`config.mk`:
```
export PLATFORM = sky130hd
export DESIGN_NAME = dma_prio_arb
export DESIGN_NICKNAME = d
export VERILOG_FILES = /design/src/rtl/dmaarb_pkg.sv /design/src/rtl/dmaarb_ctrl_reg.sv /design/src/rtl/dmaarb_fixed_pick.sv /design/src/rtl/dmaarb_rr_pick.sv /design/src/rtl/dma_prio_arb.sv
export SDC_FILE = /design/constraint.sdc
export NUM_CORES = 1
export LEC_CHECK = 0
export ABC_AREA = 1
export BUFFER_PORTS_ARGS = -buffer_cell sky130_fd_sc_hd__buf_2
export CORE_MARGIN = 2
export CORE_UTILIZATION = 38
export CTS_CLUSTER_SIZE = 24
export DETAILED_ROUTE_END_ITERATION = 7
export SKIP_CTS_REPAIR_TIMING = 1
export SYNTH_ARGS = -nofsm -noshare
export SYNTH_HDL_FRONTEND = slang
export SYNTH_HIERARCHICAL = 1
export SYNTH_SLANG_ARGS = --single-unit
export TNS_END_PERCENT = 1
```
`constraint.sdc`:
```
create_clock -name clk -period 2.6 [get_ports clk]
set_clock_uncertainty 0.15 [all_clocks]
set_input_delay 0.13 -clock clk [delete_from_list [all_inputs] [get_ports clk]]
set_output_delay 0.13 -clock clk [all_outputs]
set_load 0.01 [all_outputs]
```
`src/rtl/dmaarb_pkg.sv`:
```
package dmaarb_pkg;
  localparam int NCH = 4;
  localparam int CW  = $clog2(NCH);

  typedef enum logic [1:0] {
    MODE_LINEAR = 2'b00,
    MODE_ALT_A  = 2'b01,
    MODE_ALT_B  = 2'b10,
    MODE_ROTATE = 2'b11
  } prio_mode_e;

  // Channel that holds a given rank (0 = highest) in a fixed mode.
  function automatic logic [CW-1:0] rank_to_chan(logic [1:0] m, int unsigned rank);
    logic [2*NCH-1:0] tbl;
    case (m)
      MODE_ALT_A: tbl = {2'd1, 2'd3, 2'd2, 2'd0};
      MODE_ALT_B: tbl = {2'd3, 2'd1, 2'd0, 2'd2};
      default:    tbl = {2'd3, 2'd2, 2'd1, 2'd0};
    endcase
    return tbl[rank*CW +: CW];
  endfunction

  function automatic logic [NCH-1:0] onehot_of(logic [CW-1:0] c);
    logic [NCH-1:0] v;
    v = '0;
    v[c] = 1'b1;
    return v;
  endfunction

  function automatic logic [CW-1:0] index_of(logic [NCH-1:0] oh);
    logic [CW-1:0] idx;
    idx = '0;
    for (int i = 0; i < NCH; i++) begin
      if (oh[i]) idx = CW'(i);
    end
    return idx;
  endfunction

  // Next channel after `base`, wrapping at NCH.
  function automatic logic [CW-1:0] wrap_next(logic [CW-1:0] base, int unsigned step);
    return CW'((int'(base) + int'(step)) % NCH);
  endfunction
endpackage

```
`src/rtl/dmaarb_ctrl_reg.sv`:
```
module dmaarb_ctrl_reg #(
  parameter int REG_W    = 16,
  parameter int MODE_LSB = 8,
  parameter int ERR_BIT  = 2
) (
  input  logic             clk,
  input  logic             rst_n,
  input  logic             rd_en,
  input  logic             wr_en,
  input  logic [REG_W-1:0] wr_data,
  input  logic             addr_err,
  output logic [REG_W-1:0] rd_data,
  output logic [1:0]       mode,
  output logic             err_flag
);
  logic [1:0] mode_q;
  logic       err_q;
  logic       arm_q;

  // Named events for the assertions
  logic err_set_ev, clr_try_ev, err_clr_ev, arm_set_ev;
  logic unused_wr_bits;

  assign err_set_ev     = addr_err;
  assign clr_try_ev     = wr_en && arm_q && !wr_data[ERR_BIT];
  assign err_clr_ev     = clr_try_ev && !err_set_ev;
  assign arm_set_ev     = rd_en && err_q && !wr_en;
  assign unused_wr_bits = ^wr_data;

  always_ff @(posedge clk) begin
    if (!rst_n) begin
      mode_q <= 2'b00;
      err_q  <= 1'b0;
      arm_q  <= 1'b0;
    end else begin
      if (wr_en) mode_q <= wr_data[MODE_LSB +: 2];
      if (err_set_ev)      err_q <= 1'b1;
      else if (err_clr_ev) err_q <= 1'b0;
      if (wr_en || err_clr_ev) arm_q <= 1'b0;
      else if (arm_set_ev)     arm_q <= 1'b1;
    end
  end

  always_comb begin
    rd_data = '0;
    rd_data[MODE_LSB +: 2] = mode_q;
    rd_data[ERR_BIT]       = err_q;
  end

  assign mode     = mode_q;
  assign err_flag = err_q;

  assert_err_sets_R8: assert property (@(posedge clk) disable iff (!rst_n)
    addr_err |=> err_q);
  assert_no_cpu_set_R9: assert property (@(posedge clk) disable iff (!rst_n)
    (!err_q && !addr_err) |=> !err_q);
  assert_hold_unarmed_R10: assert property (@(posedge clk) disable iff (!rst_n)
    (err_q && !arm_q) |=> err_q);
  assert_arm_needs_flag_R10: assert property (@(posedge clk) disable iff (!rst_n)
    arm_q |-> err_q);
  assert_err_wins_R11: assert property (@(posedge clk) disable iff (!rst_n)
    (clr_try_ev && addr_err) |=> err_q);
endmodule

```
`src/rtl/dmaarb_fixed_pick.sv`:
```
module dmaarb_fixed_pick
  import dmaarb_pkg::*;
(
  input  logic [NCH-1:0] req,
  input  logic [1:0]     mode,
  output logic [NCH-1:0] pick_oh
);
  logic [NCH-1:0] cand;

  // Request of the channel holding each rank
  for (genvar r = 0; r < NCH; r++) begin : g_rank
    assign cand[r] = req[rank_to_chan(mode, r)];
  end

  always_comb begin
    pick_oh = '0;
    for (int r = NCH - 1; r >= 0; r--) begin
      if (cand[r]) pick_oh = onehot_of(rank_to_chan(mode, r));
    end
  end
endmodule

```
`src/rtl/dmaarb_rr_pick.sv`:
```
module dmaarb_rr_pick
  import dmaarb_pkg::*;
(
  input  logic [NCH-1:0] req,
  input  logic [CW-1:0]  last,
  output logic [NCH-1:0] pick_oh
);
  logic          found;
  logic [CW-1:0] c;

  always_comb begin
    pick_oh = '0;
    found   = 1'b0;
    c       = '0;
    for (int k = 1; k <= NCH; k++) begin
      c = wrap_next(last, k);
      if (!found && req[c]) begin
        pick_oh = onehot_of(c);
        found   = 1'b1;
      end
    end
  end
endmodule

```
`src/rtl/dma_prio_arb.sv`:
```
module dma_prio_arb
  import dmaarb_pkg::*;
#(
  parameter int REG_W    = 16,
  parameter int MODE_LSB = 8,
  parameter int ERR_BIT  = 2
) (
  input  logic             clk,
  input  logic             rst_n,
  input  logic             rd_en,
  input  logic             wr_en,
  input  logic [REG_W-1:0] wr_data,
  output logic [REG_W-1:0] rd_data,
  input  logic             addr_err,
  input  logic [NCH-1:0]   req,
  output logic [NCH-1:0]   grant
);
  logic [1:0]     mode;
  logic           err_flag;
  logic [NCH-1:0] fix_oh, rr_oh, pick_oh, grant_q;
  logic [CW-1:0]  last_q;
  logic           grant_blocked, grant_issue_ev;

  dmaarb_ctrl_reg #(.REG_W(REG_W), .MODE_LSB(MODE_LSB), .ERR_BIT(ERR_BIT)) u_reg (
    .clk(clk), .rst_n(rst_n), .rd_en(rd_en), .wr_en(wr_en), .wr_data(wr_data),
    .addr_err(addr_err), .rd_data(rd_data), .mode(mode), .err_flag(err_flag)
  );

  dmaarb_fixed_pick u_fix (.req(req), .mode(mode), .pick_oh(fix_oh));
  dmaarb_rr_pick    u_rr  (.req(req), .last(last_q), .pick_oh(rr_oh));

  assign pick_oh        = (mode == MODE_ROTATE) ? rr_oh : fix_oh;
  assign grant_blocked  = err_flag;
  assign grant_issue_ev = !grant_blocked && (|pick_oh);

  always_ff @(posedge clk) begin
    if (!rst_n) begin
      grant_q <= '0;
      last_q  <= CW'(NCH - 1);
    end else begin
      grant_q <= grant_blocked ? '0 : pick_oh;
      if (grant_issue_ev) last_q <= index_of(pick_oh);
    end
  end

  assign grant = grant_q;

  assert_grant_onehot_R7: assert property (@(posedge clk) disable iff (!rst_n)
    $onehot0(grant));
  assert_grant_requested_R7: assert property (@(posedge clk) disable iff (!rst_n)
    (|grant) |-> ((grant & ~$past(req)) == '0));
  assert_idle_no_grant_R7: assert property (@(posedge clk) disable iff (!rst_n)
    (req == '0) |=> (grant == '0));
  assert_grant_blocked_R8: assert property (@(posedge clk) disable iff (!rst_n)
    err_flag |=> (grant == '0));
  assert_rr_skips_last_R6: assert property (@(posedge clk) disable iff (!rst_n)
    (mode == MODE_ROTATE && !err_flag && (req & ~onehot_of(last_q)) != '0)
      |=> (grant & $past(onehot_of(last_q))) == '0);
endmodule

```
; ---- Yosys cells after proc, flatten, opt, wreduce, memory -nomap -nowiden
; Cells that the tools add are included.
[op_classes]
addsub = 4
n_lt_le_gt_ge = 20
n_eq_ne = 3
muxes = 54
bitwise = 1
n_reduce_logical = 29
[op_table]
columns = operator, count
row1 = $mux 4, 10
row2 = $lt 2x3->1 const B, 12
row3 = $mux 1, 22
row4 = $logic_and 1x1->1, 17
row5 = $bmux 1 s2, 8
row6 = $demux 1 s2, 8
row7 = $ge 2x1->1 const B, 8
row8 = $pmux 8 s2, 1
row9 = $mux 8, 1
row10 = $logic_not 1->1, 7
row11 = $mux 2, 3
row12 = $mux 6, 1
row13 = $add 2x1->2 const B, 2
row14 = $add 2x2->2 const B, 2
row15 = $eq 2x2->1 const B, 2
row16 = $reduce_or 2->1, 2
row17 = $reduce_or 4->1, 1
row18 = $eq 2x1->1 const B, 1
row19 = $reduce_bool 2->1, 1
row20 = $logic_or 1x1->1, 1
row21 = $not 1->1, 1
[totals]
regBits = 10
input_bits = 25
word_cells = 116

; ---- Longest topological paths before layout
[logic_depth]
ltp_word = 17
ltp_mapped = 17
ltp_nobuf = 17

; ---- Modules after synthesis
; Netlist, hierarchy kept.
[by_module_without_submodules]
columns = module, n_inst, cells_each, area_each_um2
row1 = dmaarb_rr_pick, 1, 75, 424.2
row2 = dma_prio_arb, 1, 43, 292.8
row3 = dmaarb_fixed_pick, 1, 54, 292.8
row4 = dmaarb_ctrl_reg, 1, 36, 271.5

; ---- Worst setup path before layout
; OpenSTA, ideal clock, no wires.
[synth_path]
path_type = register to register
startpoint = register last_q[0]
endpoint = register last_q[0]
arrival_time_ps = 2033
path_slack_ps = 298
stages_incl_launch_ff = 17
path_buffers = 0
synth_period_minus_slack_ps = 2302
cell_sequence = dfxtp_1 -> inv_2 -> ha_1 -> inv_1 -> nand3_2 -> nand2_4 -> nand2_4 -> nor2_4 -> nand2_1 -> nand3_1 -> nand3_1 -> nand2_2 -> nor2_2 -> nand2_2 -> nand2_2 -> nand2_1 -> nand3_1
[synth_via]
elab_chain_cells = 17
elab_cells_between_ends = 51
classes_between = add/sub (4) / order compare (8) / mux (27) / reduce/logical (12)
[synth_lines]
columns = item, line
row1 = "start, declared", dma_prio_arb.sv:21  ; logic [CW-1:0] last_q;
row2 = "start signal, assigned", dma_prio_arb.sv:39  ; last_q <= CW'(NCH - 1);
row3 = "start signal, assigned", dma_prio_arb.sv:42  ; if (grant_issue_ev) last_q <= index_of(pick_oh);
row4 = $add 2x1->2, dmaarb_pkg.sv:41  ; return CW'((int'(base) + int'(step)) % NCH);
row5 = $bmux 1 s2, dmaarb_rr_pick.sv:17  ; if (!found && req[c]) begin
row6 = $mux 1 (implied by the code), dmaarb_rr_pick.sv:17
row7 = $mux 1, dmaarb_rr_pick.sv:17
row8 = $logic_not 1->1, dmaarb_rr_pick.sv:17
row9 = $logic_and 1x1->1, dmaarb_rr_pick.sv:17
row10 = $mux 1, dmaarb_rr_pick.sv:17
row11 = $logic_not 1->1, dmaarb_rr_pick.sv:17
row12 = $logic_and 1x1->1, dmaarb_rr_pick.sv:17
row13 = $mux 1, dmaarb_rr_pick.sv:17
row14 = $logic_not 1->1, dmaarb_rr_pick.sv:17
row15 = $logic_and 1x1->1, dmaarb_rr_pick.sv:17
row16 = $mux 4 *, dmaarb_rr_pick.sv:17
row17 = via rr_oh[1], dma_prio_arb.sv:20  ; logic [NCH-1:0] fix_oh, rr_oh, pick_oh, grant_q;
row18 = $mux 4 *, dma_prio_arb.sv:32  ; assign pick_oh = (mode == MODE_ROTATE) ? rr_oh : fix_oh;
row19 = $mux 1, dmaarb_pkg.sv:34  ; if (oh[i]) idx = CW'(i);
row20 = $mux 2 (2 in series), dmaarb_pkg.sv:34
; The timed path passes the listed nets; every way through them passes the cells marked *. The select of a mux whose other input is x is not followed.
; A chain may end at the register's enable or synchronous reset.

; ---- Worst setup path after layout
; Ends and elaborated chain as after synthesis.

==> summary.txt <==
Status
  • Status: finished clean

Layout
  • Final Util: 0.446
  • Reg area: 200 um2
  • Layout area overhead: 14.3%
  • NumNets Final: 274
  • Filler cell count: 369
  • Share of cells above drive strength 1: 0.226
  • Area of the multi-input gates: 890 um2
  • Final instance area: between 1000 and 1500 um2
  • Number of diodes: 0

Placement
  • Post-DP HPWL: between 2000 and 2500 um
  • Post-DP Area: 1390 um2
  • PortBufs: 18
  • Routability congestion estimate: 0.881

Synth
  • Largest cells by area after synthesis: nand2_1, nand3_1, dfxtp_1, ha_1, buf_4
  • Commonest cells post-synth: nand2_1, nand3_1, inv_1
  • Share of the synthesized area in the top cell type: 0.167
  • Synthesized area: 1280 um2
  • Yosys warning total: 6
  • EDFF count, synth: 0
  • Cell taking the most area after synthesis: nand2_1
  • Async S/R FF share, synth: 0
  • Top-count cell post-synth: nand2_1
  • Cells after Synth: 208
  • Main synth FF type: dfxtp_1
  • Seq/Total Area, Yosys: 0.156
  • Mean Syn Cell Area: 6.16 um2
  • Seq cells post-synth: 10
  • Distinct cells, synth: 20

Die
  • Die H: a little over 60 um
  • Starting density of the core: 0.390
  • I/O Pins: 45
  • CORE AREA: between 3000 and 4000 um2
  • Die area: 3850 um2
  • Rows: 21
  • DIE WIDTH: 62.1 um

Timing
  • RSZ-0062 raised after global routing: no
  • Fmax: 0.443 GHz
  • Post-Route Setup TNS: 0 ns
  • Final min period: 2.26 ns
  • Endpoints failing setup: 0
  • Fin. Hold Viols: 0
  • Final worst path period share: 0.869
  • Pins Over Slew Limit: 0

Hold path
  • Hold Path Cell Cnt: 3
  • Worst min-delay path category: input pin to flip-flop

Clock tree
  • CTS Buffer Depth: 2
  • CTS tree: built
  • Num CTS Buffers: 3
  • Clock insertion delay at the later pin of the skew report: 0.27 ns
  • Reg clk slew, reported paths: 0.06 ns
  • CTS root buf: clkbuf_4
  • Sink Count: 10
  • H-tree levels: 1

Power and ir drop
  • Pwr dens: 506 nW/um2
  • Static leakage: 0.000838 uW
  • Peak VDD IR: 239 uV

Critical path
  • CP endpoint kind: flip-flop
  • CP max FO: 10
  • Crit path kind: flip-flop to flip-flop
  • Crit path DAT: roughly 2.3 ns
  • R2R setup slack: 0.34 ns
  • R2R depth: 16
  • Required @ worst endpoint: approximately 2.6 ns
  • Crit path launch type: flip-flop

Flow run
  • Max-cap violations: 0

Detailed routing
  • Total Wirelength: 2710 um
  • Drt wl/cell: 9.65 um
  • Post-DR vias/cell: 4.57
  • Initial drt markers: 41
  • Routed via count: 1285
  • DRC Markers: 0
  • ANT nets after route: 0
  • Router iterations before antenna repair: 4

Global route
  • GR Overflow Total: 0
  • Global Route Usage Sum: 0.150
  • Vias in the first global route: 1079
  • First-pass GRT wire length: 4430 um
  • Antenna violations before repair: 0
  • Largest net degree at the start of global routing: 12
[stage by stage]
stage / power, uW / hold WS [ns] / setup WS (ns) / instances
finish: 741 / 0.00921 / 0.342 / 281
global route: 813 / 0.0462 / 0.0933 / 281
CTS: 738 / -0.0662 / 0.336 / 276
detailed placement: 633 / 0.211 / 0.344 / 273
global placement: 630 / 0.208 / 0.385 / 273
floorplan: 542 / 0.0593 / 0.298 / 220
[per-layer routing]
| layer | GRT usage | up-vias | wire, um |
|---|---|---|---|
| met4 | 0.0304 | 0 | 34 |
| met5 | 0 | - | 0 |
| li1 | - | 679 | - |
| met1 | 0.188 | 568 | 1220 |
| met2 | 0.263 | 34 | 1350 |
| met3 | 0.0311 | 4 | 106 |
[sequential cells by signal (all words and copies together), names as in the netlist]
signal,count
grant,4
last_q,2
u_reg/arm_q,1
u_reg/mode,2
u_reg/err_flag,1
[cell type report]
cell class | instances | share of cell area
Clock buffer | 3 | 0.0154
Multi-Input combinational cell | 163 | 0.608
Tap cell | 46 | 0.0393
Inverter | 31 | 0.0795
Sequential cell | 10 | 0.137
Timing Repair Buffer | 28 | 0.121
[critical path: stages, from the launching register on]
cell and delay [ns]:
dfxtp_1 0.34, inv_2 0.11, ha_1 0.35, inv_1 0.10, nand3_2 0.15, nand2_4 0.13, nand2_4 0.06, nor2_4 0.13
nand2_1 0.06, nand3_1 0.08, nand3_1 0.10, nand2_2 0.10, nor2_2 0.04, nand2_2 0.07, nand2_2 0.05, nand2_1 0.05
nand3_1 0.05
[report_power, final]
group	switching [uW]	total [uW]	internal, uW
sequential	7.31	175	168
combinational	301	462	161
clock	50.7	104	53.4
[placed cells by master, fill, tap and decap left out, drive strengths merged]
master,Yosys,layout
ha,12,12
conb,1,13
nor2,11,11
nor3,1,1
inv,31,31
a21oi,5,5
nand2,69,69
nand3,47,47
clkbuf,0,3
dfxtp,10,10
o21ai,4,4
dlygate4sd3,0,5
nand3b,1,1
buf,16,23
[final timing paths]
path | start | endpoint
worst min-delay path | rd_en | u_reg/arm_q
worst min register to register | u_reg/arm_q | u_reg/arm_q
worst max register to register | last_q[0] | last_q[0]
worst max-delay path | last_q[0] | last_q[0]
[cell families (layout without fill, tap and decap cells)]
logic type      Yosys count  after routing  synth area share
simple gates            129            129             0.498
buf+inv                  47             62             0.185
fa+ha+maj                12             12             0.117
flops                    10             10             0.156
compound gates            9              9            0.0410
other cells               1             13           0.00293
Power figures use the tool's default switching activity.
